File: config.mk
export PLATFORM = sky130hd
export DESIGN_NAME = serial_rx
export DESIGN_NICKNAME = d
export VERILOG_FILES = /design/src/rtl/serial_rx_pkg.sv /design/src/rtl/rx_line_sel.sv /design/src/rtl/rx_bit_engine.sv /design/src/rtl/rx_flow_ctl.sv /design/src/rtl/serial_rx.sv
export SDC_FILE = /design/constraint.sdc
export NUM_CORES = 1
export LEC_CHECK = 0
export ABC_AREA = 1
export BUFFER_PORTS_ARGS = -buffer_cell sky130_fd_sc_hd__buf_2
export CAP_MARGIN = 20
export CORE_UTILIZATION = 59
export CTS_CLUSTER_SIZE = 28
export DETAILED_ROUTE_END_ITERATION = 8
export GPL_TIMING_DRIVEN = 0
export PLACE_DENSITY = 0.86
export SYNTH_ARGS = -nofsm -noshare
export SYNTH_HDL_FRONTEND = slang
export SYNTH_SLANG_ARGS = --single-unit
File: constraint.sdc
create_clock -name clk -period 3.6 [get_ports clk]
set_input_delay 0.72 -clock clk [delete_from_list [all_inputs] [get_ports clk]]
set_output_delay 0.72 -clock clk [all_outputs]
set_load 0.02 [all_outputs]
File: src/rtl/serial_rx_pkg.sv
package serial_rx_pkg;

    localparam int OSR       = 8;
    localparam int CNT_W     = $clog2(OSR);
    localparam int CHAR_W    = 8;
    localparam int CONFIRM_T = OSR / 2;

    typedef struct packed {
        logic [1:0] wlen;
        logic       two_stop;
        logic [2:0] par;
    } rx_cfg_t;

    typedef struct packed {
        logic [CHAR_W-1:0] data;
        logic              err;
    } rx_char_t;

    typedef enum logic [2:0] {
        ST_IDLE,
        ST_START,
        ST_DATA,
        ST_PAR,
        ST_STOP,
        ST_STOP2
    } rx_state_e;

    function automatic logic [3:0] data_bits(input logic [1:0] wlen);
        return 4'd5 + {2'b00, wlen};
    endfunction

    function automatic logic [2:0] last_index(input logic [1:0] wlen);
        return 3'd4 + {1'b0, wlen};
    endfunction

    // mode[2] enables parity; mode[1:0]: 0 odd, 1 mark, 2 even, 3 space
    function automatic logic parity_bit(input logic [2:0] mode,
                                        input logic [1:0] wlen,
                                        input logic [CHAR_W-1:0] d);
        logic [CHAR_W-1:0] m;
        m = d & (8'hFF >> (2'd3 - wlen));
        case (mode[1:0])
            2'b00:   return ~^m;
            2'b01:   return 1'b1;
            2'b10:   return ^m;
            default: return 1'b0;
        endcase
    endfunction

endpackage

File: src/rtl/rx_line_sel.sv
module rx_line_sel #(
    parameter int SYNC_STAGES = 2
) (
    input  logic clk,
    input  logic rst,
    input  logic loop_en,
    input  logic rx_pin,
    input  logic tx_loop,
    output logic line_o
);
    logic raw;
    logic [SYNC_STAGES-1:0] chain;

    assign raw = loop_en ? tx_loop : rx_pin;

    generate
        for (genvar s = 0; s < SYNC_STAGES; s++) begin : g_sync
            always_ff @(posedge clk) begin
                if (rst) chain[s] <= 1'b1;
                else if (s == 0) chain[s] <= raw;
                else chain[s] <= chain[(s == 0) ? 0 : s-1];
            end
        end
    endgenerate

    assign line_o = chain[SYNC_STAGES-1];
endmodule

File: src/rtl/rx_bit_engine.sv
module rx_bit_engine
    import serial_rx_pkg::*;
(
    input  logic     clk,
    input  logic     rst,
    input  logic     tick,
    input  logic     line,
    input  rx_cfg_t  cfg_i,
    output logic     done_o,
    output rx_char_t char_o
);
    rx_state_e         state;
    logic [CNT_W-1:0]  cnt;
    logic [2:0]        idx;
    rx_cfg_t           cfg_q;
    logic [CHAR_W-1:0] data_q;
    logic              err_q;
    logic              at_sample;

    assign at_sample = (cnt == CNT_W'(OSR-1));

    always_ff @(posedge clk) begin
        if (rst) begin
            state  <= ST_IDLE;
            cnt    <= '0;
            idx    <= '0;
            cfg_q  <= '0;
            data_q <= '0;
            err_q  <= 1'b0;
            done_o <= 1'b0;
            char_o <= '0;
        end else begin
            done_o <= 1'b0;
            if (tick) begin
                case (state)
                    ST_IDLE: begin
                        if (!line) begin
                            state <= ST_START;
                            cnt   <= CNT_W'(1);
                        end
                    end
                    ST_START: begin
                        if (cnt == CNT_W'(CONFIRM_T)) begin
                            cnt <= '0;
                            if (line) begin
                                state <= ST_IDLE;
                            end else begin
                                state  <= ST_DATA;
                                idx    <= '0;
                                data_q <= '0;
                                err_q  <= 1'b0;
                                cfg_q  <= cfg_i;
                            end
                        end else begin
                            cnt <= cnt + 1'b1;
                        end
                    end
                    ST_DATA: begin
                        if (at_sample) begin
                            cnt         <= '0;
                            data_q[idx] <= line;
                            if (idx == last_index(cfg_q.wlen))
                                state <= cfg_q.par[2] ? ST_PAR : ST_STOP;
                            else
                                idx <= idx + 1'b1;
                        end else begin
                            cnt <= cnt + 1'b1;
                        end
                    end
                    ST_PAR: begin
                        if (at_sample) begin
                            cnt   <= '0;
                            state <= ST_STOP;
                            if (line != parity_bit(cfg_q.par, cfg_q.wlen, data_q))
                                err_q <= 1'b1;
                        end else begin
                            cnt <= cnt + 1'b1;
                        end
                    end
                    ST_STOP: begin
                        if (at_sample) begin
                            cnt         <= '0;
                            done_o      <= 1'b1;
                            char_o.data <= data_q;
                            char_o.err  <= err_q | ~line;
                            state       <= cfg_q.two_stop ? ST_STOP2 : ST_IDLE;
                        end else begin
                            cnt <= cnt + 1'b1;
                        end
                    end
                    ST_STOP2: begin
                        if (at_sample) begin
                            cnt   <= '0;
                            state <= ST_IDLE;
                        end else begin
                            cnt <= cnt + 1'b1;
                        end
                    end
                    default: state <= ST_IDLE;
                endcase
            end
        end
    end

    AST_DONE_ON_TICK: assert property (@(posedge clk) disable iff (rst)
        done_o |-> $past(tick));

    AST_START_CONFIRMED_LOW: assert property (@(posedge clk) disable iff (rst)
        ($past(state) == ST_START && state == ST_DATA) |-> !$past(line));

    AST_UPPER_BITS_CLEAR: assert property (@(posedge clk) disable iff (rst)
        done_o |-> ((char_o.data >> data_bits(cfg_q.wlen)) == '0));
endmodule

File: src/rtl/rx_flow_ctl.sv
module rx_flow_ctl
    import serial_rx_pkg::*;
(
    input  logic              clk,
    input  logic              rst,
    input  logic              done_i,
    input  rx_char_t          char_i,
    input  logic              fifo_full,
    input  logic              afc_en,
    output logic              fifo_wr,
    output logic [CHAR_W-1:0] fifo_wdata,
    output logic              fifo_werr,
    output logic              ovr_flag,
    output logic              err_flag,
    output logic              rts
);
    always_ff @(posedge clk) begin
        if (rst) begin
            fifo_wr    <= 1'b0;
            fifo_wdata <= '0;
            fifo_werr  <= 1'b0;
            ovr_flag   <= 1'b0;
            err_flag   <= 1'b0;
            rts        <= 1'b1;
        end else begin
            fifo_wr  <= done_i & ~fifo_full;
            ovr_flag <= done_i & fifo_full;
            err_flag <= done_i & char_i.err;
            if (done_i) begin
                fifo_wdata <= char_i.data;
                fifo_werr  <= char_i.err;
            end
            rts <= ~(afc_en & fifo_full);
        end
    end

    AST_CHAR_ACCOUNTED: assert property (@(posedge clk) disable iff (rst)
        done_i |=> ($countones({fifo_wr, ovr_flag}) == 1));

    AST_WRITE_SINGLE: assert property (@(posedge clk) disable iff (rst)
        fifo_wr |=> !fifo_wr);

    AST_RTS_BLOCKS: assert property (@(posedge clk) disable iff (rst)
        (afc_en && fifo_full) |=> !rts);
endmodule

File: src/rtl/serial_rx.sv
module serial_rx
    import serial_rx_pkg::*;
#(
    parameter int SYNC_STAGES = 2
) (
    input  logic       clk,
    input  logic       rst,
    input  logic       tick8,
    input  logic       rx_pin,
    input  logic       tx_loop,
    input  logic       loop_en,
    input  logic       afc_en,
    input  logic [1:0] wlen,
    input  logic       two_stop,
    input  logic [2:0] par_mode,
    input  logic       fifo_full,
    output logic       fifo_wr,
    output logic [7:0] fifo_wdata,
    output logic       fifo_werr,
    output logic       ovr_flag,
    output logic       err_flag,
    output logic       rts
);
    logic     line;
    logic     done;
    rx_char_t chr;
    rx_cfg_t  cfg;

    assign cfg = '{wlen: wlen, two_stop: two_stop, par: par_mode};

    rx_line_sel #(.SYNC_STAGES(SYNC_STAGES)) u_line (
        .clk     (clk),
        .rst     (rst),
        .loop_en (loop_en),
        .rx_pin  (rx_pin),
        .tx_loop (tx_loop),
        .line_o  (line)
    );

    rx_bit_engine u_engine (
        .clk    (clk),
        .rst    (rst),
        .tick   (tick8),
        .line   (line),
        .cfg_i  (cfg),
        .done_o (done),
        .char_o (chr)
    );

    rx_flow_ctl u_flow (
        .clk        (clk),
        .rst        (rst),
        .done_i     (done),
        .char_i     (chr),
        .fifo_full  (fifo_full),
        .afc_en     (afc_en),
        .fifo_wr    (fifo_wr),
        .fifo_wdata (fifo_wdata),
        .fifo_werr  (fifo_werr),
        .ovr_flag   (ovr_flag),
        .err_flag   (err_flag),
        .rts        (rts)
    );
endmodule

==> impl_metrics.csv <==
group,metric,value,unit
outcome,status,"complete, no violations",
final_layout,diodes,0,
sta,max_freq,565.5,MHz
clocking,cts_tree,"yes",
synth,yosys.cell_count.top_type,"nand2_1",
critical_path,cp_data_required_time,3.84,ns
critical_path,worstSetupPathType,"reg2reg",
clocking,cts_buffers,5,
sta,hold_viol_final,0,
detailed_routing,ant_nets,0,
sta,hold_ws,0.4202,ns
place,place.gp.congestion,0.9145,
place,dp_hpwl,3697,um
sta,tightest_slew,0.5180,ns
clocking,clk_latency,0.30,ns
detailed_routing,viasPerCell,5.326,
die,num_rows,22,
min_path,hp-class,"reg2reg",
synth,netlist-cell-type-count,32,
clocking,ctsRootBufferMaster,"clkbuf_8",
critical_path,arrival,2.01,ns
detailed_routing,route.met3.wl,250,um
detailed_routing,dr.pass1.iters,4,
global_routing,grt_antenna_before_repair,0,
place,portBuffers,26,
sta,max_slew_margin,65.47,%
synth,synth_edf_count,0,
detailed_routing,routed.top_layer,"met4",
pwr,powerDensity,521.1,nW/um2
critical_path,r2r_cells,12,
die,die-area,4143,um2
final_layout,drive_gt1_share,16.10,%
synth,synthArstFlopShare,0,%
detailed_routing,avgRoutedWirePerCell,12.13,um
die,die_w,64.37,um
synth,synth.top_cell.area_share,42.75,%
critical_path,ff2ff_setup_slack,1.83,ns
clocking,clock_path_buffers,2,
synth,synth.area.mux_share,0,%
detailed_routing,drc,0,
clocking,hold_buffers,0,
pwr,leakagePower,1.131,nW
synth,synth-main-ff-cell,"dfxtp_1",
synth,synthCells,320,
die,die_y,64.37,um
detailed_routing,met2_length,2425,um
synth,synth_area,2295,um2
synth,synth-xor-area-share,0.3817,%
global_routing,grt_pass1_wl,8631,um
global_routing,grt_max_degree,16,
final_layout,area_growth,12.10,%
synth,syn-num-nets,338,
synth,synth.area.top_cells,"dfxtp_1, nand2_1, a21oi_1, inv_1, o21ai_0",
detailed_routing,met1_length,2115,um
sta,period_share,49.12,%
synth,ys_seq_elements,49,
global_routing,grt_overflow_total,0,
synth,seq_area_frac_synth,42.75,%
synth,yosys.area_share.simple,24.97,%
synth,synth_top_family_by_area,"simple AND/OR/NAND/NOR gates",
min_path,whs_path_depth,1,
clocking,cts_resized,0,
synth,avgSynthCellArea,7.171,um2
sta,rsz0062_at_grt,"no",
pwr,ir_drop,0.0005036,V
synth,netlist_top_cells_count,"nand2_1, dfxtp_1, inv_1",
job,maxCapViolations,0,
sta,slew_viol_final,0,
sta,fin_crit,1.768,ns
final_layout,nets,371,
synth,synth_compound_area_share,20.28,%
clocking,cts_post_setup_buffers_inserted,0,
global_routing,grt_pass1_vias,2103,
synth,synthAdderAreaFrac,2.181,%
detailed_routing,vias,2141,
sta,fin_skew,0.004503,ns
clocking,cts_sinks,49,
die,core,3689,um2
critical_path,crit_path_end_kind,"flip-flop",
global_routing,track_usage,26.42,%
clocking,cts.htree.levels,2,
synth,ys_warn_count,0,
detailed_routing,routed_wl,4876,um
critical_path,cp-start-kind,"flip-flop",
clocking,clk_pin_slew,0.08,ns
die,start_util,62.21,%
die,top_level_ports,27,
synth,synth_area_leader_cell,"dfxtp_1",
detailed_routing,initialDrtViolationCount,121,
critical_path,worst-path-max-fanout,9,
sta,tns,0,ns
sta,setup_viol,0,
-- report_power, final --
group / switching [mW] / internal (mW) / total (mW)
Clock: 0.181 / 0.137 / 0.318
Sequential: 0.0420 / 0.575 / 0.617
Combinational: 0.275 / 0.131 / 0.406
Total: 0.497 / 0.843 / 1.34
-- per-layer routing --
metal | vias up | GRT usage [%]
li1 | 1113 | -
met1 | 958 | 30.08
met2 | 59 | 46.58
met3 | 11 | 6.429
met4 | 0 | 11.11
met5 | - | 0
-- sequential cells by signal (all words and copies together), names as in the netlist, 3 cells and up --
signal             cells
u_flow.fifo_wdata      8
u_engine.cfg_q         6
u_engine.char_o        9
u_engine.state         3
u_engine.cnt           3
u_engine.idx           3
u_engine.data_q        8
-- final timing paths --
kind | startpoint | endpoint
setup / recovery | u_engine.cnt[0] | u_engine.idx[2]
hold / removal | u_line.chain[0] | u_line.line_o
setup reg to reg | u_engine.cnt[0] | u_engine.idx[2]
hold reg to reg | u_line.chain[0] | u_line.line_o
-- layout make-up --
cell class / instances / area (um2)
fill: 317 / 1116
multi-input combinational: 214 / 1097
sequential: 49 / 980.9
inverter: 49 / 183.9
timing repair buffer: 26 / 130.1
clock buffer: 6 / 72.57
tap: 48 / 60.06
buffer: 8 / 32.53
clock inverter: 2 / 15.01
-- kinds of logic (layout without fill, tap and decap cells) --
| group | count (synthesis) | count (layout) |
|---|---|---|
| AND/OR/NAND/NOR | 124 | 124 |
| AO/OA/AOI/OAI | 85 | 85 |
| buffers and inverters | 57 | 91 |
| flip-flops | 49 | 49 |
| adder cells (fa/ha/maj) | 4 | 4 |
| XOR/XNOR | 1 | 1 |
-- placed cells by master (no fill, tap or decap), drive strengths merged, types with 9 or more instances in the layout --
cell type and n:
nand2 70, dfxtp 49, inv 49, a21oi 40, o21ai 39, buf 28, nand3 19, nor2 17
clkbuf 12, nor3 9
-- worst max-delay path, stage by stage (launching register included) --
cell	delay (ns)
dfxtp_1	0.36
ha_1	0.16
ha_1	0.22
inv_1	0.08
nand2_2	0.07
nand2_2	0.08
nor3_2	0.18
inv_2	0.14
o21ai_2	0.11
nand2_1	0.09
nand2_1	0.06
nand3_1	0.06
nor2_1	0.11
-- per-stage QoR --
step | std cells | setup WS [ns] | power (mW) | instance area [um2] | util (%)
floorplan | 320 | 2.029 | 0.9444 | 2295 | -
CTS | 402 | 1.839 | 1.342 | 2572 | 69.74
global route | 402 | 1.640 | 1.431 | 2572 | 69.74
detailed placement | 394 | 1.701 | 1.033 | 2485 | 67.37
finish | 402 | 1.832 | 1.341 | 2572 | 69.74
global placement | 394 | 1.731 | 1.023 | 2485 | 67.37
(Power assumes the default switching activity.)
